`src/rtl/cur_ovl_pkg.sv`:
```
package cur_ovl_pkg;

    // Two-bit cursor code held in the pattern memory
    typedef enum logic [1:0] {
        CODE_CLEAR = 2'd0,
        CODE_COL0  = 2'd1,
        CODE_COL1  = 2'd2,
        CODE_COL2  = 2'd3
    } cur_code_e;

    localparam int unsigned CPAL_N = 3;

endpackage

```
`src/rtl/cur_hit_calc.sv`:
```
module cur_hit_calc #(
    parameter int unsigned COORD_W = 12,
    parameter int unsigned CUR_DIM = 64,
    parameter int unsigned WORD_W  = 16,
    localparam int unsigned DIM_LG = $clog2(CUR_DIM),
    localparam int unsigned SEL_W  = $clog2(WORD_W / 2),
    localparam int unsigned ADDR_W = DIM_LG + DIM_LG - SEL_W
) (
    input  logic [COORD_W-1:0]   x,
    input  logic [COORD_W-1:0]   y,
    input  logic [2*COORD_W-1:0] pos,
    input  logic                 cur_off,
    output logic                 hit,
    output logic [ADDR_W-1:0]    pat_addr,
    output logic [SEL_W-1:0]     sel
);
    localparam int unsigned SW = COORD_W + 1;
    localparam logic signed [SW-1:0] DIM_S = SW'(CUR_DIM);

    logic [COORD_W-1:0]   cx, cy;
    logic signed [SW-1:0] dx, dy;
    logic                 in_x, in_y;

    assign cx = pos[2*COORD_W-1:COORD_W];
    assign cy = pos[COORD_W-1:0];

    // one extra sign bit keeps a negative offset from wrapping into range
    assign dx = $signed({1'b0, x}) - $signed({1'b0, cx});
    assign dy = $signed({1'b0, y}) - $signed({1'b0, cy});

    assign in_x = !dx[SW-1] && (dx < DIM_S);
    assign in_y = !dy[SW-1] && (dy < DIM_S);
    assign hit  = in_x && in_y && !cur_off;

    assign pat_addr = {dy[DIM_LG-1:0], dx[DIM_LG-1:SEL_W]};
    assign sel      = dx[SEL_W-1:0];

endmodule

```
`src/rtl/cur_code_pick.sv`:
```
module cur_code_pick
    import cur_ovl_pkg::*;
#(
    parameter int unsigned WORD_W = 16,
    localparam int unsigned SEL_W = $clog2(WORD_W / 2)
) (
    input  logic [WORD_W-1:0] word,
    input  logic [SEL_W-1:0]  sel,
    output cur_code_e         code
);
    assign code = cur_code_e'(word[{sel, 1'b0} +: 2]);
endmodule

```
`src/rtl/cur_color_sel.sv`:
```
module cur_color_sel
    import cur_ovl_pkg::*;
#(
    parameter int unsigned RGB_W = 24
) (
    input  logic                    blank,
    input  logic                    hit,
    input  cur_code_e               code,
    input  logic [RGB_W-1:0]        pal_rgb,
    input  logic [CPAL_N*RGB_W-1:0] cur_pal,
    output logic [RGB_W-1:0]        rgb
);
    logic [RGB_W-1:0] cpal [CPAL_N];

    for (genvar k = 0; k < CPAL_N; k++) begin : g_cpal
        assign cpal[k] = cur_pal[k*RGB_W +: RGB_W];
    end

    always_comb begin
        rgb = pal_rgb;
        if (blank) begin
            rgb = '0;
        end else if (hit) begin
            unique case (code)
                CODE_CLEAR: rgb = pal_rgb;
                CODE_COL0:  rgb = cpal[0];
                CODE_COL1:  rgb = cpal[1];
                CODE_COL2:  rgb = cpal[2];
            endcase
        end
    end
endmodule

```
`src/rtl/cursor_overlay_mux.sv`:
```
module cursor_overlay_mux
    import cur_ovl_pkg::*;
#(
    parameter int unsigned COORD_W     = 12,
    parameter int unsigned IDX_W       = 8,
    parameter int unsigned RGB_W       = 24,
    parameter int unsigned WORD_W      = 16,
    parameter int unsigned CUR_DIM     = 64,
    parameter int unsigned CTRL_W      = 32,
    parameter int unsigned BLANK_BIT   = 10,
    parameter int unsigned CUR_OFF_BIT = 23,
    localparam int unsigned DIM_LG     = $clog2(CUR_DIM),
    localparam int unsigned SEL_W      = $clog2(WORD_W / 2),
    localparam int unsigned PADDR_W    = DIM_LG + DIM_LG - SEL_W
) (
    input  logic                    clk,
    input  logic                    rst_n,
    input  logic                    in_valid,
    input  logic [COORD_W-1:0]      in_x,
    input  logic [COORD_W-1:0]      in_y,
    input  logic [IDX_W-1:0]        in_index,
    input  logic [CTRL_W-1:0]       ctrl,
    input  logic [2*COORD_W-1:0]    cur_pos,
    input  logic [CPAL_N*RGB_W-1:0] cur_pal,
    output logic [PADDR_W-1:0]      pat_raddr,
    input  logic [WORD_W-1:0]       pat_rdata,
    output logic [IDX_W-1:0]        pal_raddr,
    input  logic [RGB_W-1:0]        pal_rdata,
    output logic                    out_valid,
    output logic [RGB_W-1:0]        out_rgb
);
    logic             unused_ctrl;
    logic             hit0;
    logic [SEL_W-1:0] sel0;

    // stage-one state, aligned with the read-port data
    logic             s1_valid;
    logic             s1_hit;
    logic             s1_blank;
    logic [SEL_W-1:0] s1_sel;

    cur_code_e        s1_code;
    logic [RGB_W-1:0] s1_rgb;

    assign unused_ctrl = ^ctrl;

    cur_hit_calc #(
        .COORD_W (COORD_W),
        .CUR_DIM (CUR_DIM),
        .WORD_W  (WORD_W)
    ) hit_i (
        .x        (in_x),
        .y        (in_y),
        .pos      (cur_pos),
        .cur_off  (ctrl[CUR_OFF_BIT]),
        .hit      (hit0),
        .pat_addr (pat_raddr),
        .sel      (sel0)
    );

    assign pal_raddr = in_index;

    always_ff @(posedge clk) begin
        if (!rst_n) begin
            s1_valid <= 1'b0;
            s1_hit   <= 1'b0;
            s1_blank <= 1'b0;
            s1_sel   <= '0;
        end else begin
            s1_valid <= in_valid;
            s1_hit   <= hit0;
            s1_blank <= ctrl[BLANK_BIT];
            s1_sel   <= sel0;
        end
    end

    cur_code_pick #(
        .WORD_W (WORD_W)
    ) pick_i (
        .word (pat_rdata),
        .sel  (s1_sel),
        .code (s1_code)
    );

    cur_color_sel #(
        .RGB_W (RGB_W)
    ) csel_i (
        .blank   (s1_blank),
        .hit     (s1_hit),
        .code    (s1_code),
        .pal_rgb (pal_rdata),
        .cur_pal (cur_pal),
        .rgb     (s1_rgb)
    );

    always_ff @(posedge clk) begin
        if (!rst_n) begin
            out_valid <= 1'b0;
            out_rgb   <= '0;
        end else begin
            out_valid <= s1_valid;
            if (s1_valid) begin
                out_rgb <= s1_rgb;
            end
        end
    end

    AST_VALID_FOLLOW: assert property (@(posedge clk) disable iff (!rst_n)
        s1_valid |=> out_valid);

    AST_IDLE_FOLLOW: assert property (@(posedge clk) disable iff (!rst_n)
        !s1_valid |=> !out_valid);

    AST_CUR_OFF: assert property (@(posedge clk) disable iff (!rst_n)
        (in_valid && ctrl[CUR_OFF_BIT]) |=> !s1_hit);

    AST_BLANK_BLACK: assert property (@(posedge clk) disable iff (!rst_n)
        (s1_valid && s1_blank) |=> (out_rgb == '0));

    AST_BG_PASS: assert property (@(posedge clk) disable iff (!rst_n)
        (s1_valid && !s1_blank && !s1_hit) |=> (out_rgb == $past(pal_rdata)));

    AST_CLEAR_CODE: assert property (@(posedge clk) disable iff (!rst_n)
        (s1_valid && !s1_blank && s1_hit && s1_code == CODE_CLEAR)
        |=> (out_rgb == $past(pal_rdata)));

endmodule

```
`config.mk`:
```
export PLATFORM = sky130hd
export DESIGN_NAME = cursor_overlay_mux
export DESIGN_NICKNAME = d
export VERILOG_FILES = /design/src/rtl/cur_ovl_pkg.sv /design/src/rtl/cur_hit_calc.sv /design/src/rtl/cur_code_pick.sv /design/src/rtl/cur_color_sel.sv /design/src/rtl/cursor_overlay_mux.sv
export SDC_FILE = /design/constraint.sdc
export NUM_CORES = 1
export LEC_CHECK = 0
export ABC_AREA = 1
export BUFFER_PORTS_ARGS = -buffer_cell sky130_fd_sc_hd__buf_2
export CAP_MARGIN = 10
export CELL_PAD_IN_SITES_DETAIL_PLACEMENT = 0
export CELL_PAD_IN_SITES_GLOBAL_PLACEMENT = 2
export CORE_MARGIN = 2
export CORE_UTILIZATION = 20
export CTS_CLUSTER_SIZE = 28
export DETAILED_ROUTE_END_ITERATION = 7
export HOLD_SLACK_MARGIN = 0.08
export PLACE_DENSITY_LB_ADDON = 0.1
export SLEW_MARGIN = 20
export SYNTH_ARGS = -nofsm -noshare
export SYNTH_HDL_FRONTEND = slang
export SYNTH_SLANG_ARGS = --single-unit
export TNS_END_PERCENT = 10
```
`constraint.sdc`:
```
create_clock -name clk -period 1.8 [get_ports clk]
set_input_delay 0.09 -clock clk [delete_from_list [all_inputs] [get_ports clk]]
set_output_delay 0.09 -clock clk [all_outputs]
set_load 0.01 [all_outputs]
```
==> impl_metrics.toml, run 1 <==
[grt]
grt_pass1_wl_um = 22900
antenna_found_initial = 1
grt-ovfl-total = 0
grt_start_max_net_pins = 26
groute.usage.overall_pct = 13.8
grt_pass1_vias = 4632

[final_layout]
final_cells = 1182
layout-drive-gt1-share_pct = 31.6
fin_nets = 1144
area_growth_pct = 42.0
fillers = 2308

[sta]
fin_hold_ws_ns = 0.0814
final-hold-violation-count = 0
setup_viol = 0
period_minus_slack_ns = 1.67
skew_ns = 0.00394
fmaxAchievable_mhz = 599
slew_viol_final = 0
period_share_pct = 92.8
slew_headroom_pct = 47.8
rsz0062_at_grt = "yes"
tightest_slew_ns = 0.783

[floorplan]
rows = 51
num_io_pins = 245
die_h_um = 145
die_w_um = 145
core_mm2 = 0.0195
dieArea_mm2 = 0.0209
start_util_pct = 20.3

[drt]
post_drt_via_cell_ratio = 4.00
drtAntennaViolNets = 0
drtIter0Drc = 102
vias = 4729
drc = 0
wl_per_cell_um = 12.8
drt-total-wl_um = 15100
dr.pass1.iters = 5

[synth]
ys_seq_area_share_pct = 15.7
synthTopCellsByArea = "nand2_1, dfxtp_1, inv_1, nand3_1, a21oi_2"
synthFlopType = "dfxtp_1"
synth_top_area_cell = "nand2_1"
avgSynthCellArea_um2 = 5.54
synth_cells = 714
ys_top_cells_by_count = "nand2_1, inv_1, nand3_1"
netlist_area_mm2 = 0.00396
syn_nets = 943
synth_top_area_share_pct = 20.0
yosys_register_bits = 31
synth_cell_type_count = 29
yosysWarnings = 0
yosysMostFrequentCell = "nand2_1"
async_flop_share_pct = 0
synth_edf_count = 0

[setup_path]
critical_path_class = "reg2reg"
path_cells = "buf_6, nand2_1, nand3_1, nand3_1, nand2_2, nand2_2, nand2_8, clkbuf_16, nor2_1, nand2_1, nand2_1, a21oi_2"
cp.required_ns = 1.96
end_kind = "register"
crit_fanout = 11
crit_slowest_cell = "dfxtp_2"
start_kind = "register"
cpMostUsedCell = "nand2_1"
cp_slowest_stage_delay_ns = 0.33
crit_arrival_ns = 1.82

[placement]
routabilityCongestion = 0.806
placedCellCount = 1165
portBuffers = 198
hpwlAfterDp_um = 12200

[pwr]
vdd_drop_max_mv = 0.279
p_leak_uw = 0.00327
power_density_mw_per_mm2 = 553

[worst_hold_path]
hp-class = "in2reg"

[clock_tree]
cts_buffers = 5
cts_tree = "done"
clock-root-buffer = "clkbuf_16"
h-tree-depth = 2
clkSlewWorstSetupHoldPaths_ns = 0.06
clk_path_buf_depth = 2
clock_latency_ns = 0.28
clock-sinks = 31

[outcome]
status = "finished clean"

[job]
max_cap_viol_count = 0
## what timing repair did
item | in CTS | in global routing
hold buffers | 2 | 0
setup buffers | 0 | 4
endpoints found under the setup margin | 5 | 24
gates cloned | 0 | 2
endpoints found under the hold margin | 2 | 0
pin swaps | 0 | 3
gates resized for setup | 1 | 19
## where the power goes
| group | switching (µW) | internal (µW) | total, µW |
|---|---|---|---|
| logic | 868 | 653 | 1520 |
| registers | 21.1 | 720 | 741 |
| clock network | 336 | 511 | 846 |
## critical path: cells and delay by family (launching register included)
family	cells	cell delay [ns]
buffers and inverters	2	0.33
AOI/OAI and AO/OA	1	0.05
and+or+nand+nor	9	0.83
DFF	1	0.33
## stage by stage
step / cell area (µm²) / setup slack (ns) / total power [µW] / util [%] / setup TNS, ns
3_5_place_dp: 5300 / -0.0185 / 2210 / 27.2 / -0.0185
6_report: 5620 / 0.130 / 3110 / 28.9 / 0
5_1_grt: 5620 / -0.0134 / 3390 / 28.9 / -0.0214
3_3_place_gp: 5300 / -0.0124 / 2210 / 27.2 / -0.0124
4_1_cts: 5470 / 0.0151 / 3100 / 28.1 / 0
2_1_floorplan: 3960 / 0.238 / 1640 / - / 0
## worst paths after layout
path / to / slack, ns / start / cells after the start
hold reg to reg: out_valid / 0.43 / s1_valid / 2
hold / removal: s1_sel[1] / 0.08 / rst_n / 3
setup reg to reg: out_rgb[16] / 0.13 / s1_sel[0] / 12
setup / recovery: out_rgb[16] / 0.13 / s1_sel[0] / 12
## layout make-up
cell class / instances / area, µm² / area share [%]
antenna: 1 / 2.50 / 0.0445
clock buffer: 6 / 129 / 2.29
clock inverter: 2 / 12.5 / 0.223
inverter: 162 / 611 / 10.9
multi-input combinational: 489 / 2570 / 45.7
sequential: 31 / 623 / 11.1
tap: 265 / 332 / 5.90
timing repair buffer: 226 / 1340 / 23.9
## placed cells by master (no fill, tap or decap), drive strengths merged
master	n
nand4	4
a21oi	63
inv	161
diode	1
o21bai	1
nor3	1
clkinvlp	1
a21o	4
ha	24
o21ai	3
clkinv	2
dfxtp	31
xor2	5
nand3	85
clkbuf	8
or2	1
buf	222
a21boi	1
fa	2
nor2	74
xnor2	2
a31oi	3
dlygate4sd3	2
nand2	216
## logic make-up after synthesis
logic type / count (synthesis) / share of synthesized area, %
AND/OR/NAND/NOR: 381 / 39.9
buffers and inverters: 194 / 20.6
flip-flops: 31 / 15.7
adder cells (fa/ha/maj): 26 / 8.60
XOR/XNOR: 7 / 1.55
AO/OA/AOI/OAI: 75 / 13.7
## sequential cells by signal (all words and copies together) (netlist names)
register and flops:
s1_blank 1, out_rgb 24, s1_hit 1, out_valid 1
s1_valid 1, s1_sel 3
## layer usage
metal | global-route usage [%] | up-vias | part of all wire (%)
met5 | 0 | - | 0
met1 | 17.0 | 2033 | 44
met4 | 3.22 | 0 | 1.3
met3 | 2.83 | 9 | 6.5
met2 | 24.8 | 125 | 48
li1 | - | 2562 | -
Power figures use the tool's default switching activity.
==> inputs of run 2 (changes only) <==
--- a/config.mk
+++ b/config.mk
@@ -10,6 +10,7 @@
 export CAP_MARGIN = 10
 export CELL_PAD_IN_SITES_DETAIL_PLACEMENT = 0
 export CELL_PAD_IN_SITES_GLOBAL_PLACEMENT = 2
+export CORE_ASPECT_RATIO = 0.6
 export CORE_MARGIN = 2
 export CORE_UTILIZATION = 20
 export CTS_CLUSTER_SIZE = 28
==> run 2 against run 1 <==
Compared with the run above: count of clock-buffer cells in the layout did not move; clock power rose by 4.3%; combinational power rose by 7%; worst hold slack gained 0.0091 ns; highest routed layer unchanged.
==> impl_metrics.toml, run 2 (synthesized netlist as in run 1, its figures left out) <==
[sta]
fin_ws_ns = 0.0778
setup_viol = 0
tightest_slew_ns = 0.781
slew_headroom_pct = 47.9
period_share_pct = 95.7
rsz0062_at_grt = "yes"
fin_hold_ws_ns = 0.0905
slew_viol_final = 0
finalSetupTns_ns = 0
fmaxAchievable_mhz = 581
final-hold-violation-count = 0
skew_ns = 0.00439
period_minus_slack_ns = 1.72

[placement]
post-place-ws_ns = -0.0738
routabilityCongestion = 0.841
portBuffers = 198
hpwlAfterDp_um = 13100

[job]
max_cap_viol_count = 0

[final_layout]
fin_util_pct = 29.9
area_growth_pct = 45.4
layout-drive-gt1-share_pct = 33.6
final_cell_mix = "nand2_1, buf_2, inv_1, nand3_1, nor2_1"
antennaDiodeCount = 0
largest_register_ff_count = 24
fin_nets = 1144
regMostFlops = "out_rgb"
top_regs = "out_rgb: 24 flops, s1_sel: 3 flops"
layout.cells.most_common = "nand2_1"
fillers = 2241

[pwr]
finalPower_uw = 3250
power_density_mw_per_mm2 = 565
p_leak_uw = 0.00332
vdd_drop_max_mv = 0.308

[setup_path]
crit_arrival_ns = 1.94
startpoint = "s1_sel[0]"
reg2reg_depth = 12
end_kind = "register"
start_kind = "register"
cp_slowest_stage_delay_ns = 0.34
crit_slowest_cell = "dfxtp_2"
path_cells = "buf_12, inv_6, nand2_1, nand3_2, nand3_2, nand2_4, nand2_4, nand2_8, clkbuf_16, a21oi_2, nand2_1, a21oi_2"
crit_fanout = 13
r2r_start = "s1_sel[0]"
cp.required_ns = 2.02
critical_path_class = "reg2reg"

[floorplan]
core_mm2 = 0.0192
num_io_pins = 245
die_w_um = 186
rows = 39
dieArea_mm2 = 0.0210
start_util_pct = 20.6
die_h_um = 113

[grt]
grt_pass1_vias = 4487
groute.usage.overall_pct = 14.8
antenna_found_initial = 0
grt_pass1_wl_um = 23900
grt_start_max_net_pins = 33
grt-ovfl-total = 0

[drt]
drt-total-wl_um = 16600
wl_per_cell_um = 14.0
dr.pass1.iters = 5
drtAntennaViolNets = 0
drtIter0Drc = 248
drc = 0
vias = 4719
post_drt_via_cell_ratio = 3.99

[clock_tree]
cts_tree = "done"
clkSlewWorstSetupHoldPaths_ns = 0.06
cts_buffers = 5
h-tree-depth = 2
clk_path_buf_depth = 2
clock-sinks = 31
clock-root-buffer = "clkbuf_16"
clock_latency_ns = 0.29

[outcome]
status = "finished clean"

[worst_hold_path]
min_path_cells = 3
min_from = "rst_n"
hp-class = "in2reg"
[run 2: cell count changes in the layout (fill, tap and decap cells not counted), moves of 2 or more]
cell       change
nand3_1        -7
nand3_2        +7
nand2_1        -6
clkbuf_16      +4
nor2_1         -4
nor2_2         +4
buf_4          -3
nand2_2        +3
buf_12         -2
nand2_4        +2
[run 2: path summary, 6_finish.rpt]
check                                    to  slack, ns
worst max-delay path            out_rgb[18]       0.08
worst min-delay path               s1_valid       0.09
worst max register to register  out_rgb[18]       0.08
worst min register to register    out_valid       0.43
[run 2: repair_timing]
action                     CTS  global route
hold buffers                 2             0
hold endpoints to repair     2             0
buffers inserted             0             1
resized for setup            0            41
setup endpoints to repair    0            24
[run 2: critical path, delay by kind of cell (launching register included)]
family                 cells  cell delay (ns)
AO/OA/AOI/OAI              2             0.27
buffers and inverters      3             0.39
flip-flops                 1             0.34
AND/OR/NAND/NOR            7             0.65
[run 2: routing by layer]
layer | global-route usage (%) | share of wire [%]
met1 | 24.2 | 58
met5 | 0 | 0
met3 | 2.70 | 5.0
met2 | 19.7 | 37
met4 | 2.15 | 0.77
[run 2: stage by stage]
step	instance area [µm²]	cells
final	5760	1182
after global routing	5760	1182
after CTS	5440	1174
after detailed placement	5280	1164
after global placement	5280	1164
after floorplan	3960	714
[run 2: cell type report]
type                    count  area (µm²)  share of cell area (%)
flip-flops and latches     31         624                    10.8
multi-input cells         489        2650                    46.1
well taps                 266         333                    5.78
inverters                 162         613                    10.6
clock inverters             2        12.5                   0.217
clock buffers               6         129                    2.24
repair buffers            226        1390                    24.2
[run 2: report_power, final]
group	switching [µW]	internal, µW
sequential	24.2	720
combinational	946	680
clock	370	512
total	1340	1910
==> inputs of run 3 (changes only) <==
==> constraint.sdc (replaced) <==
create_clock -name clk -period 1.8 [get_ports clk]
set_input_delay 0.27 -clock clk [delete_from_list [all_inputs] [get_ports clk]]
set_output_delay 0.27 -clock clk [all_outputs]
set_load 0.01 [all_outputs]
==> run 3 against run 2 <==
Compared with the run above: fmax fell by 4.1%; critical path depth decreased by 2; routed wire length grew 1.1%; clock skew is 0.0024 ns higher; global-route usage about the same; critical path type is now in2out; critical endpoint is now pat_raddr[7]; largest cell class unchanged.
==> impl_metrics.toml, run 3 (synthesized netlist as in run 1, its figures left out) <==
[setup_path]
critical_path_class = "in2out"
crit_fanout = 2
end_kind = "output pin"
reg2reg_depth = 13
cp.required_ns = 1.53
crit_arrival_ns = 1.53
start_kind = "primary input"

[sta]
period_minus_slack_ns = 1.80
fmaxAchievable_mhz = 557
tightest_slew_ns = 0.788
setup_viol = 0
skew_ns = 0.00676
slew_viol_final = 0
final-hold-violation-count = 0
slew_headroom_pct = 47.5
period_share_pct = 99.8
fin_hold_ws_ns = 0.173
fin_ws_ns = 0.00335
rsz0062_at_grt = "yes"
finalSetupTns_ns = 0

[drt]
dr.max_layer_used = "met4"
post_drt_via_cell_ratio = 4.04
drtIter0Drc = 215
wl_met3_um = 885
drtAntennaViolNets = 0
wl_met1_um = 9460
wl_per_cell_um = 13.9
drt-total-wl_um = 16700
drc = 0
dr.pass1.iters = 4
wl_met2_um = 6240
vias = 4861

[placement]
routabilityCongestion = 0.871
portBuffers = 198
hpwlAfterDp_um = 13000
post-place-ws_ns = -0.244

[clock_tree]
h-tree-depth = 2
clock-root-buffer = "clkbuf_16"
cts_buffers = 5
clkSlewWorstSetupHoldPaths_ns = 0.05
clock-sinks = 31
hold_buffers = 0
clock_latency_ns = 0.28
cts_tree = "done"
clk_path_buf_depth = 2

[grt]
grt-ovfl-total = 0
grt_start_max_net_pins = 33
grt_pass1_wl_um = 24000
grt_pass1_vias = 4498
antenna_found_initial = 0
groute.usage.overall_pct = 14.8

[floorplan]
num_io_pins = 245
rows = 39
start_util_pct = 20.6
die_w_um = 186
core_mm2 = 0.0192
die_h_um = 113
dieArea_mm2 = 0.0210

[final_layout]
antennaDiodeCount = 0
largest_register_ff_count = 24
area_growth_pct = 56.4
top_regs = "out_rgb: 24 flops, s1_sel: 3 flops"
layout-drive-gt1-share_pct = 40.4
regMostFlops = "out_rgb"
final_cell_mix = "buf_2, nand2_1, inv_1, nand3_1, nor2_1"
layout.cells.most_common = "buf_2"
fin_nets = 1167

[worst_hold_path]
min_path_cells = 3
hp-class = "in2reg"

[job]
max_cap_viol_count = 0

[pwr]
p_leak_uw = 0.00348
vdd_drop_max_mv = 0.361
power_density_mw_per_mm2 = 552

[outcome]
status = "finished clean"
run 3: cell count changes in the layout (fill, tap and decap cells not counted), sizes merged:
cell	previous run	this run
buf	218	240
clkbuf	12	14
dlygate4sd3	2	0
clkinvlp	1	0
nand2	216	217
run 3: layout make-up:
class | instances | area [µm²]
fillers | 2246 | 13000
repair buffers | 248 | 1610
clock inverters | 1 | 5.00
flip-flops and latches | 31 | 627
inverters | 162 | 618
clock buffers | 6 | 139
well taps | 266 | 333
multi-input cells | 490 | 2850
run 3: metrics by stage:
stage               utilization [%]  power (µW)  instances  cell area (µm²)
floorplan                         -        1640        714             3960
global placement               28.1        2250       1180             5400
detailed placement             28.1        2240       1180             5400
CTS                            29.1        3160       1189             5600
global route                   32.2        3690       1204             6190
finish                         32.2        3410       1204             6190
run 3: routing by layer:
layer  track usage [%]  vias up
met1              24.3     2106
met3              2.74       14
met5                 0        -
met4              2.31        0
met2              19.5      136
li1                  -     2605
run 3: what timing repair did:
action / CTS / global route
endpoints found under the setup margin: 4 / 29
setup buffers: 3 / 4
gates cloned: 0 / 11
gates resized for setup: 14 / 88
pin swaps: 2 / 28
run 3: final timing paths:
| path | start | end | slack, ns |
|---|---|---|---|
| max reg2reg | s1_sel[0] | out_rgb[7] | 0.07 |
| min | ctrl[10] | s1_blank | 0.17 |
| max | in_y[0] | pat_raddr[7] | 0.003 |
| min reg2reg | s1_valid | out_valid | 0.43 |
run 3: worst max-delay path: stages:
cell and delay (ns):
buf_6 0.09, inv_4 0.04, ha_4 0.13, inv_4 0.04, fa_2 0.39, nand3_2 0.09, nand3_2 0.08, buf_6 0.13
xor2_1 0.14, buf_2 0.13
run 3: power by group:
group,switching [µW],internal (µW)
logic,1010,790
clock network,327,540
registers,27.0,720
